==> src/rtl/rns_scale_pkg.sv <==
package rns_scale_pkg;
  typedef enum logic {
    CORR_NONE = 1'b0,
    CORR_WRAP = 1'b1
  } corr_e;
endpackage

==> src/rtl/mers_add.sv <==
module mers_add #(
  parameter int K = 5
) (
  input  logic [K-1:0] a,
  input  logic [K-1:0] b,
  output logic [K-1:0] y
);
  logic [K:0]   raw;
  logic [K-1:0] fold;

  always_comb begin
    raw  = {1'b0, a} + {1'b0, b};
    fold = raw[K-1:0] + K'(raw[K]);
    y    = (&fold) ? '0 : fold;
  end
endmodule

==> src/rtl/mers_sub.sv <==
module mers_sub #(
  parameter int K = 5
) (
  input  logic [K-1:0] a,
  input  logic [K-1:0] b,
  output logic [K-1:0] y
);
  logic [K-1:0] b_neg;

  assign b_neg = ~b;

  mers_add #(.K(K)) u_add (
    .a(a),
    .b(b_neg),
    .y(y)
  );
endmodule

==> src/rtl/csa_row.sv <==
module csa_row #(
  parameter int K = 5
) (
  input  logic [K-1:0] x,
  input  logic [K-1:0] y,
  input  logic [K-1:0] z,
  output logic [K-1:0] s,
  output logic [K-1:0] c_rot
);
  logic [K-1:0] c;

  for (genvar i = 0; i < K; i++) begin : g_fa
    assign s[i] = x[i] ^ y[i] ^ z[i];
    assign c[i] = (x[i] & y[i]) | (x[i] & z[i]) | (y[i] & z[i]);
  end

  // weight-2 carries wrap around modulo 2^K-1
  assign c_rot = {c[K-2:0], c[K-1]};
endmodule

==> src/rtl/pow2_sub.sv <==
module pow2_sub #(
  parameter int K = 4
) (
  input  logic [K-1:0] a,
  input  logic [K-1:0] b,
  input  logic         cin,
  output logic [K-1:0] y
);
  assign y = a + (~b) + K'(1) + K'(cin);
endmodule

==> src/rtl/rns_pow2_scaler.sv <==
module rns_pow2_scaler
  import rns_scale_pkg::*;
#(
  parameter int N = 8
) (
  input  logic         clk,
  input  logic         rst,
  input  logic [N:0]   r1_in,
  input  logic [N-1:0] r2_in,
  input  logic [N-1:0] r3_in,
  output logic [N:0]   r1s,
  output logic [N-1:0] r2s,
  output logic [N-1:0] r3s
);
  localparam int W1 = N + 1;

  logic [W1-1:0] r2_ext;
  logic [W1-1:0] diff1;
  logic [W1-1:0] r1s_d;
  logic [W1-1:0] op_a, op_b, op_c;
  logic [W1-1:0] csa_s, csa_c;
  logic [W1-1:0] aux;
  logic [N-1:0]  diff3;
  logic [N-1:0]  diff2;
  logic [N-1:0]  r2s_d;
  corr_e         corr;

  assign r2_ext = {1'b0, r2_in};

  // channel m1: 2*
  mers_sub #(.K(W1)) u_diff1 (.a(r1_in), .b(r2_ext), .y(diff1));
  assign r1s_d = {diff1[W1-2:0], diff1[W1-1]};

  // auxiliary A = -4R1 + 2R2 + 2R3 mod m1
  assign op_a = ~{r1_in[W1-3:0], r1_in[W1-1:W1-2]};
  assign op_b = {r2_in, 1'b0};
  assign op_c = {r3_in, 1'b0};

  csa_row #(.K(W1)) u_csa (
    .x(op_a), .y(op_b), .z(op_c), .s(csa_s), .c_rot(csa_c)
  );

  mers_add #(.K(W1)) u_aux (.a(csa_s), .b(csa_c), .y(aux));

  // channel m3
  mers_sub #(.K(N)) u_diff3 (.a(r3_in), .b(r2_in), .y(diff3));

  // channel m2
  pow2_sub #(.K(N)) u_diff2 (.a(r3_in), .b(r2_in), .cin(1'b0), .y(diff2));

  assign corr = ((aux == '0) && (r3_in < r2_in)) ? CORR_WRAP : CORR_NONE;

  pow2_sub #(.K(N)) u_mid (
    .a(diff2), .b(aux[N-1:0]), .cin(corr == CORR_WRAP), .y(r2s_d)
  );

  always_ff @(posedge clk) begin
    if (rst) begin
      r1s <= '0;
      r2s <= '0;
      r3s <= '0;
    end else begin
      r1s <= r1s_d;
      r2s <= r2s_d;
      r3s <= diff3;
    end
  end

  // first channel never shows the all-ones alias
  a_r3_no_alias: assert property (@(posedge clk) disable iff (rst)
    r1s != {W1{1'b1}});

  // third channel never shows the all-ones alias
  a_r5_no_alias: assert property (@(posedge clk) disable iff (rst)
    r3s != {N{1'b1}});

  // equal R1/R2 yields zero in channel m1
  a_r8_equal_first: assert property (@(posedge clk) disable iff (rst)
    (r1_in == r2_ext) |=> (r1s == '0));

  // equal R3/R2 yields zero in channel m3
  a_r8_equal_third: assert property (@(posedge clk) disable iff (rst)
    (r3_in == r2_in) |=> (r3s == '0));

  // alias code in R1 with R2 = 0 gives zero in channel m1
  a_r6_alias_zero: assert property (@(posedge clk) disable iff (rst)
    ((&r1_in) && (r2_in == '0)) |=> (r1s == '0));

  // correction case ties middle output to third output
  a_r7_corr_link: assert property (@(posedge clk) disable iff (rst)
    (corr == CORR_WRAP) |=> (r2s == N'(r3s + N'(2))));
endmodule

==> config.mk <==
export PLATFORM = sky130hd
export DESIGN_NAME = rns_pow2_scaler
export DESIGN_NICKNAME = d
export VERILOG_FILES = /design/src/rtl/rns_scale_pkg.sv /design/src/rtl/mers_add.sv /design/src/rtl/mers_sub.sv /design/src/rtl/csa_row.sv /design/src/rtl/pow2_sub.sv /design/src/rtl/rns_pow2_scaler.sv
export SDC_FILE = /design/constraint.sdc
export NUM_CORES = 1
export LEC_CHECK = 0
export ABC_AREA = 1
export BUFFER_PORTS_ARGS = -buffer_cell sky130_fd_sc_hd__clkbuf_2
export CORE_ASPECT_RATIO = 0.75
export CORE_UTILIZATION = 45
export CTS_BUF_LIST = sky130_fd_sc_hd__clkbuf_8
export DETAILED_ROUTE_END_ITERATION = 6
export PLACE_DENSITY = 0.69
export SLEW_MARGIN = 40
export SYNTH_ARGS = -nofsm -noshare
export SYNTH_HDL_FRONTEND = slang
export SYNTH_SLANG_ARGS = --single-unit
==> constraint.sdc <==
create_clock -name clk -period 14.1 [get_ports clk]
set_clock_uncertainty 0.05 [all_clocks]
set_input_delay 2.115 -clock clk [delete_from_list [all_inputs] [get_ports clk]]
set_output_delay 2.115 -clock clk [all_outputs]
set_load 0.05 [all_outputs]
==> metrics.csv <==
stage,metric,value,unit
worst_hold_path,number of cells on the worst hold path,2,
synthesis,number of synthesized flops with an enable pin,0,
setup_path,capturing element type of the critical path,flip-flop,
clocking,clock-pin transition on the worst setup and hold timing paths,0.09,ns
synthesis,area fraction of the dominant cell type after synthesis,17.0,%
synthesis,leading post-synthesis cells by cell area,"sky130_fd_sc_hd__ha_1 17%, sky130_fd_sc_hd__dfxtp_1 15%, sky130_fd_sc_hd__inv_1 11%",
clocking,number of clock sinks,25,
timing,"Setup violations, final",0,
floorplan,height of the chip,76.2,µm
routing,post-route antenna net violation count,0,
routing,routed len/inst,12.6,µm
worst_hold_path,worst hold start,rst,
synthesis,average cell area after synthesis,6.87,µm²
floorplan,die footprint,7690,µm²
setup_path,crit start category,primary input,
timing,Slew HR,72.0,%
floorplan,Starting Density,47.5,%
run,number of max-cap violations,0,
placement,number of placed instances with taps included,630,
floorplan,Core Footprint,6960,µm²
timing,clock period minus worst slack,7.79,ns
cells_and_area,ratio of cells with drive above 1 in the final layout,17.2,%
synthesis,leading cell type by number of instances after synthesis,sky130_fd_sc_hd__inv_1,
setup_path,maximum cell stage delay along the critical path,0.51,ns
cells_and_area,synthesis-to-finish area growth,12.8,%
global_routing,total routing resource utilization after global routing,22.5,%
synthesis,netlist area before placement,3300,µm²
clocking,number of levels in the clock H-tree,1,
timing,number of hold violations in the final report,0,
setup_path,Worst path most repeated cell,sky130_fd_sc_hd__nor2_1,
clocking,Post-CTS Repair Setup Buffers,0,
routing,Avg Vias per Cell,4.88,
worst_hold_path,destination of the worst hold path,r2s[2]$_SDFF_PP0_,
placement,number of buffers added on ports,51,
worst_hold_path,worst hold path type,primary input to flip-flop,
timing,fmax,0.128,GHz
routing,total length of routed wires,7.98,mm
placement,cell area reported after detailed placement,3680,µm²
setup_path,top fanout value on the critical path,8,
power,leak pwr,2.15,nW
global_routing,GRT Residual Overflow,0,
routing,total number of vias,3095,
cells_and_area,Antenna Diode Count,0,
synthesis,post-synthesis cell type count,36,
timing,Pins Over Slew Limit,0,
floorplan,Std-Cell Rows,26,
routing,DRC violation count after routing,0,
clocking,total clock buffers created by CTS,3,
cells_and_area,final std cells w/o fill,634,
placement,Detailed Place HPWL,7.02,mm
power,P per Cell Area,131,nW/µm²
synthesis,leading register cell type out of synthesis,sky130_fd_sc_hd__dfxtp_1,
timing,setup repair after global routing missed its margin,false,
synthesis,most used standard cells in the synthesized netlist,"97 x sky130_fd_sc_hd__inv_1, 96 x sky130_fd_sc_hd__nand2_1, 60 x sky130_fd_sc_hd__nor2_1",
synthesis,library cell with the largest summed area after synthesis,sky130_fd_sc_hd__ha_1,
timing,Post-Route Hold Slack,1.99,ns
clocking,CTS max path bufs,2,
global_routing,pin count of the biggest net entering global routing,14,
global_routing,global-route wire length before repair,13.8,mm
clocking,Resized cells post-CTS,0,
synthesis,Post-Synthesis Cells,481,
power,Design Power,0.000490,W
setup_path,required time at the endpoint of the critical path,14.27,ns
synthesis,"FF+latch count, synth",25,
routing,number of DRC violations after detailed-routing iteration 0,150,
synthesis,synthesized net count,571,
global_routing,number of antenna violations at the first check in global routing,0,
power,Max VDD drop,0.0938,mV
cells_and_area,nets,627,
synthesis,synth warn,0,
timing,setup TNS,0,ns
global_routing,number of global-route vias before repair,3036,
synthesis,"Async S/R FF share, synth",0,%
clocking,TritonCTS clock tree,yes,
cells_and_area,total non-filler cell area in the finished layout,3730,µm²
timing,final critical-path share of the clock period,55.3,%
routing,detailed-routing iteration count for the pre-antenna-repair pass,5,
placement,gpl congestion,0.911,
cells_and_area,Layout fillers,742,
floorplan,width of the chip,101,µm
timing,Least-Margin Pin Slew,0.416,ns
run_status,run status,"complete, no violations",
setup_path,slowest cell on the critical path,sky130_fd_sc_hd__fa_1,
clocking,clk root buf,sky130_fd_sc_hd__clkbuf_8,
setup_path,WP data arrival,7.96,ns
setup_path,startpoint-to-endpoint class of the critical path,primary input to flip-flop,
floorplan,ports placed on the boundary,52,
synthesis,share of synthesized area occupied by flip-flops and latches,15.1,%
clocking,quantity of hold-fixing buffers added after cts,0,
[stage by stage]
step                worst slack (ns)  util, %
floorplan                       6.75        -
global placement                6.27     52.9
detailed placement              6.01     52.9
CTS                             6.30     53.5
global route                    5.60     53.5
finish                          6.31     53.5
[power breakdown]
part | switching, W | leakage (nW) | internal, W
Clock | 0.0000240 | 0.0269 | 0.0000195
Sequential | 0.00000475 | 0.209 | 0.0000881
Combinational | 0.000239 | 1.91 | 0.000114
[kinds of logic after synthesis]
family,after synthesis,share of synthesized area (%)
simple gates,232,32.4
buf+inv,100,11.4
fa+ha+maj,63,27.9
compound gates,38,6.78
flops,25,15.1
xor+xnor,23,6.32
[cell usage in the layout, fill, tap and decap left out, types with 2 or more instances in the layout]
master / count
sky130_fd_sc_hd__nand3_1: 29
sky130_fd_sc_hd__clkbuf_8: 3
sky130_fd_sc_hd__nor2_2: 4
sky130_fd_sc_hd__nand3b_1: 2
sky130_fd_sc_hd__ha_1: 45
sky130_fd_sc_hd__a21oi_2: 2
sky130_fd_sc_hd__xnor2_1: 4
sky130_fd_sc_hd__a21oi_1: 15
sky130_fd_sc_hd__o21ai_0: 8
sky130_fd_sc_hd__xor2_1: 18
sky130_fd_sc_hd__nand3_2: 4
sky130_fd_sc_hd__inv_2: 2
sky130_fd_sc_hd__nand4_1: 8
sky130_fd_sc_hd__nor2_1: 60
sky130_fd_sc_hd__dfxtp_1: 25
sky130_fd_sc_hd__fa_1: 18
sky130_fd_sc_hd__a211oi_1: 2
sky130_fd_sc_hd__or2_2: 2
sky130_fd_sc_hd__o21ai_1: 3
sky130_fd_sc_hd__o21bai_1: 3
sky130_fd_sc_hd__nor2_4: 3
sky130_fd_sc_hd__clkbuf_2: 51
sky130_fd_sc_hd__inv_1: 98
sky130_fd_sc_hd__nand2_1: 96
sky130_fd_sc_hd__nor3_1: 4
sky130_fd_sc_hd__nand2_2: 15
[worst max-delay path by stage]
stage | to | startpoint | slack, ns | cells after the start
floorplan | r2s[7]$_SDFF_PP0_ | r2_in[2] | 6.75 | 40
global placement | r2s[7]$_SDFF_PP0_ | r2_in[1] | 6.27 | 41
detailed placement | r2s[7]$_SDFF_PP0_ | r2_in[1] | 6.01 | 41
CTS | r2s[7]$_SDFF_PP0_ | r2_in[1] | 6.30 | 42
global route | r2s[7]$_SDFF_PP0_ | r2_in[1] | 5.60 | 41
finish | r2s[7]$_SDFF_PP0_ | r2_in[1] | 6.31 | 42
[layer usage]
metal / part of all wire, % / vias to the layer above / GRT usage [%] / wire [µm]
met2: 43 / 73 / 36.2 / 3450
met1: 52 / 1414 / 33.1 / 4150
met5: 0 / - / 0 / 0
met3: 4.5 / 2 / 3.03 / 356
li1: - / 1606 / - / -
met4: 0.13 / 0 / 2.03 / 10
[critical path, delay by kind of cell]
| family | cells | cell delay, ns |
|---|---|---|
| compound gates | 3 | 0.47 |
| xor+xnor | 1 | 0.13 |
| fa+ha+maj | 8 | 2.51 |
| buf+inv | 7 | 0.57 |
| simple gates | 23 | 2.16 |
[state kept, by name (all words and copies together), names as in the netlist]
name  flops
r3s       8
r2s       8
r1s       9
[cell type report]
cell class	instances	area [µm²]	share of cell area, %
Clock buffer	3	41.3	1.11
Clock inverter	1	3.75	0.101
Inverter	100	375	10.1
Multi-Input combinational cell	356	2430	65.2
Sequential cell	25	500	13.4
Tap cell	98	123	3.29
Timing Repair Buffer	51	255	6.85
Note: power is estimated with default switching activity, not from simulation.
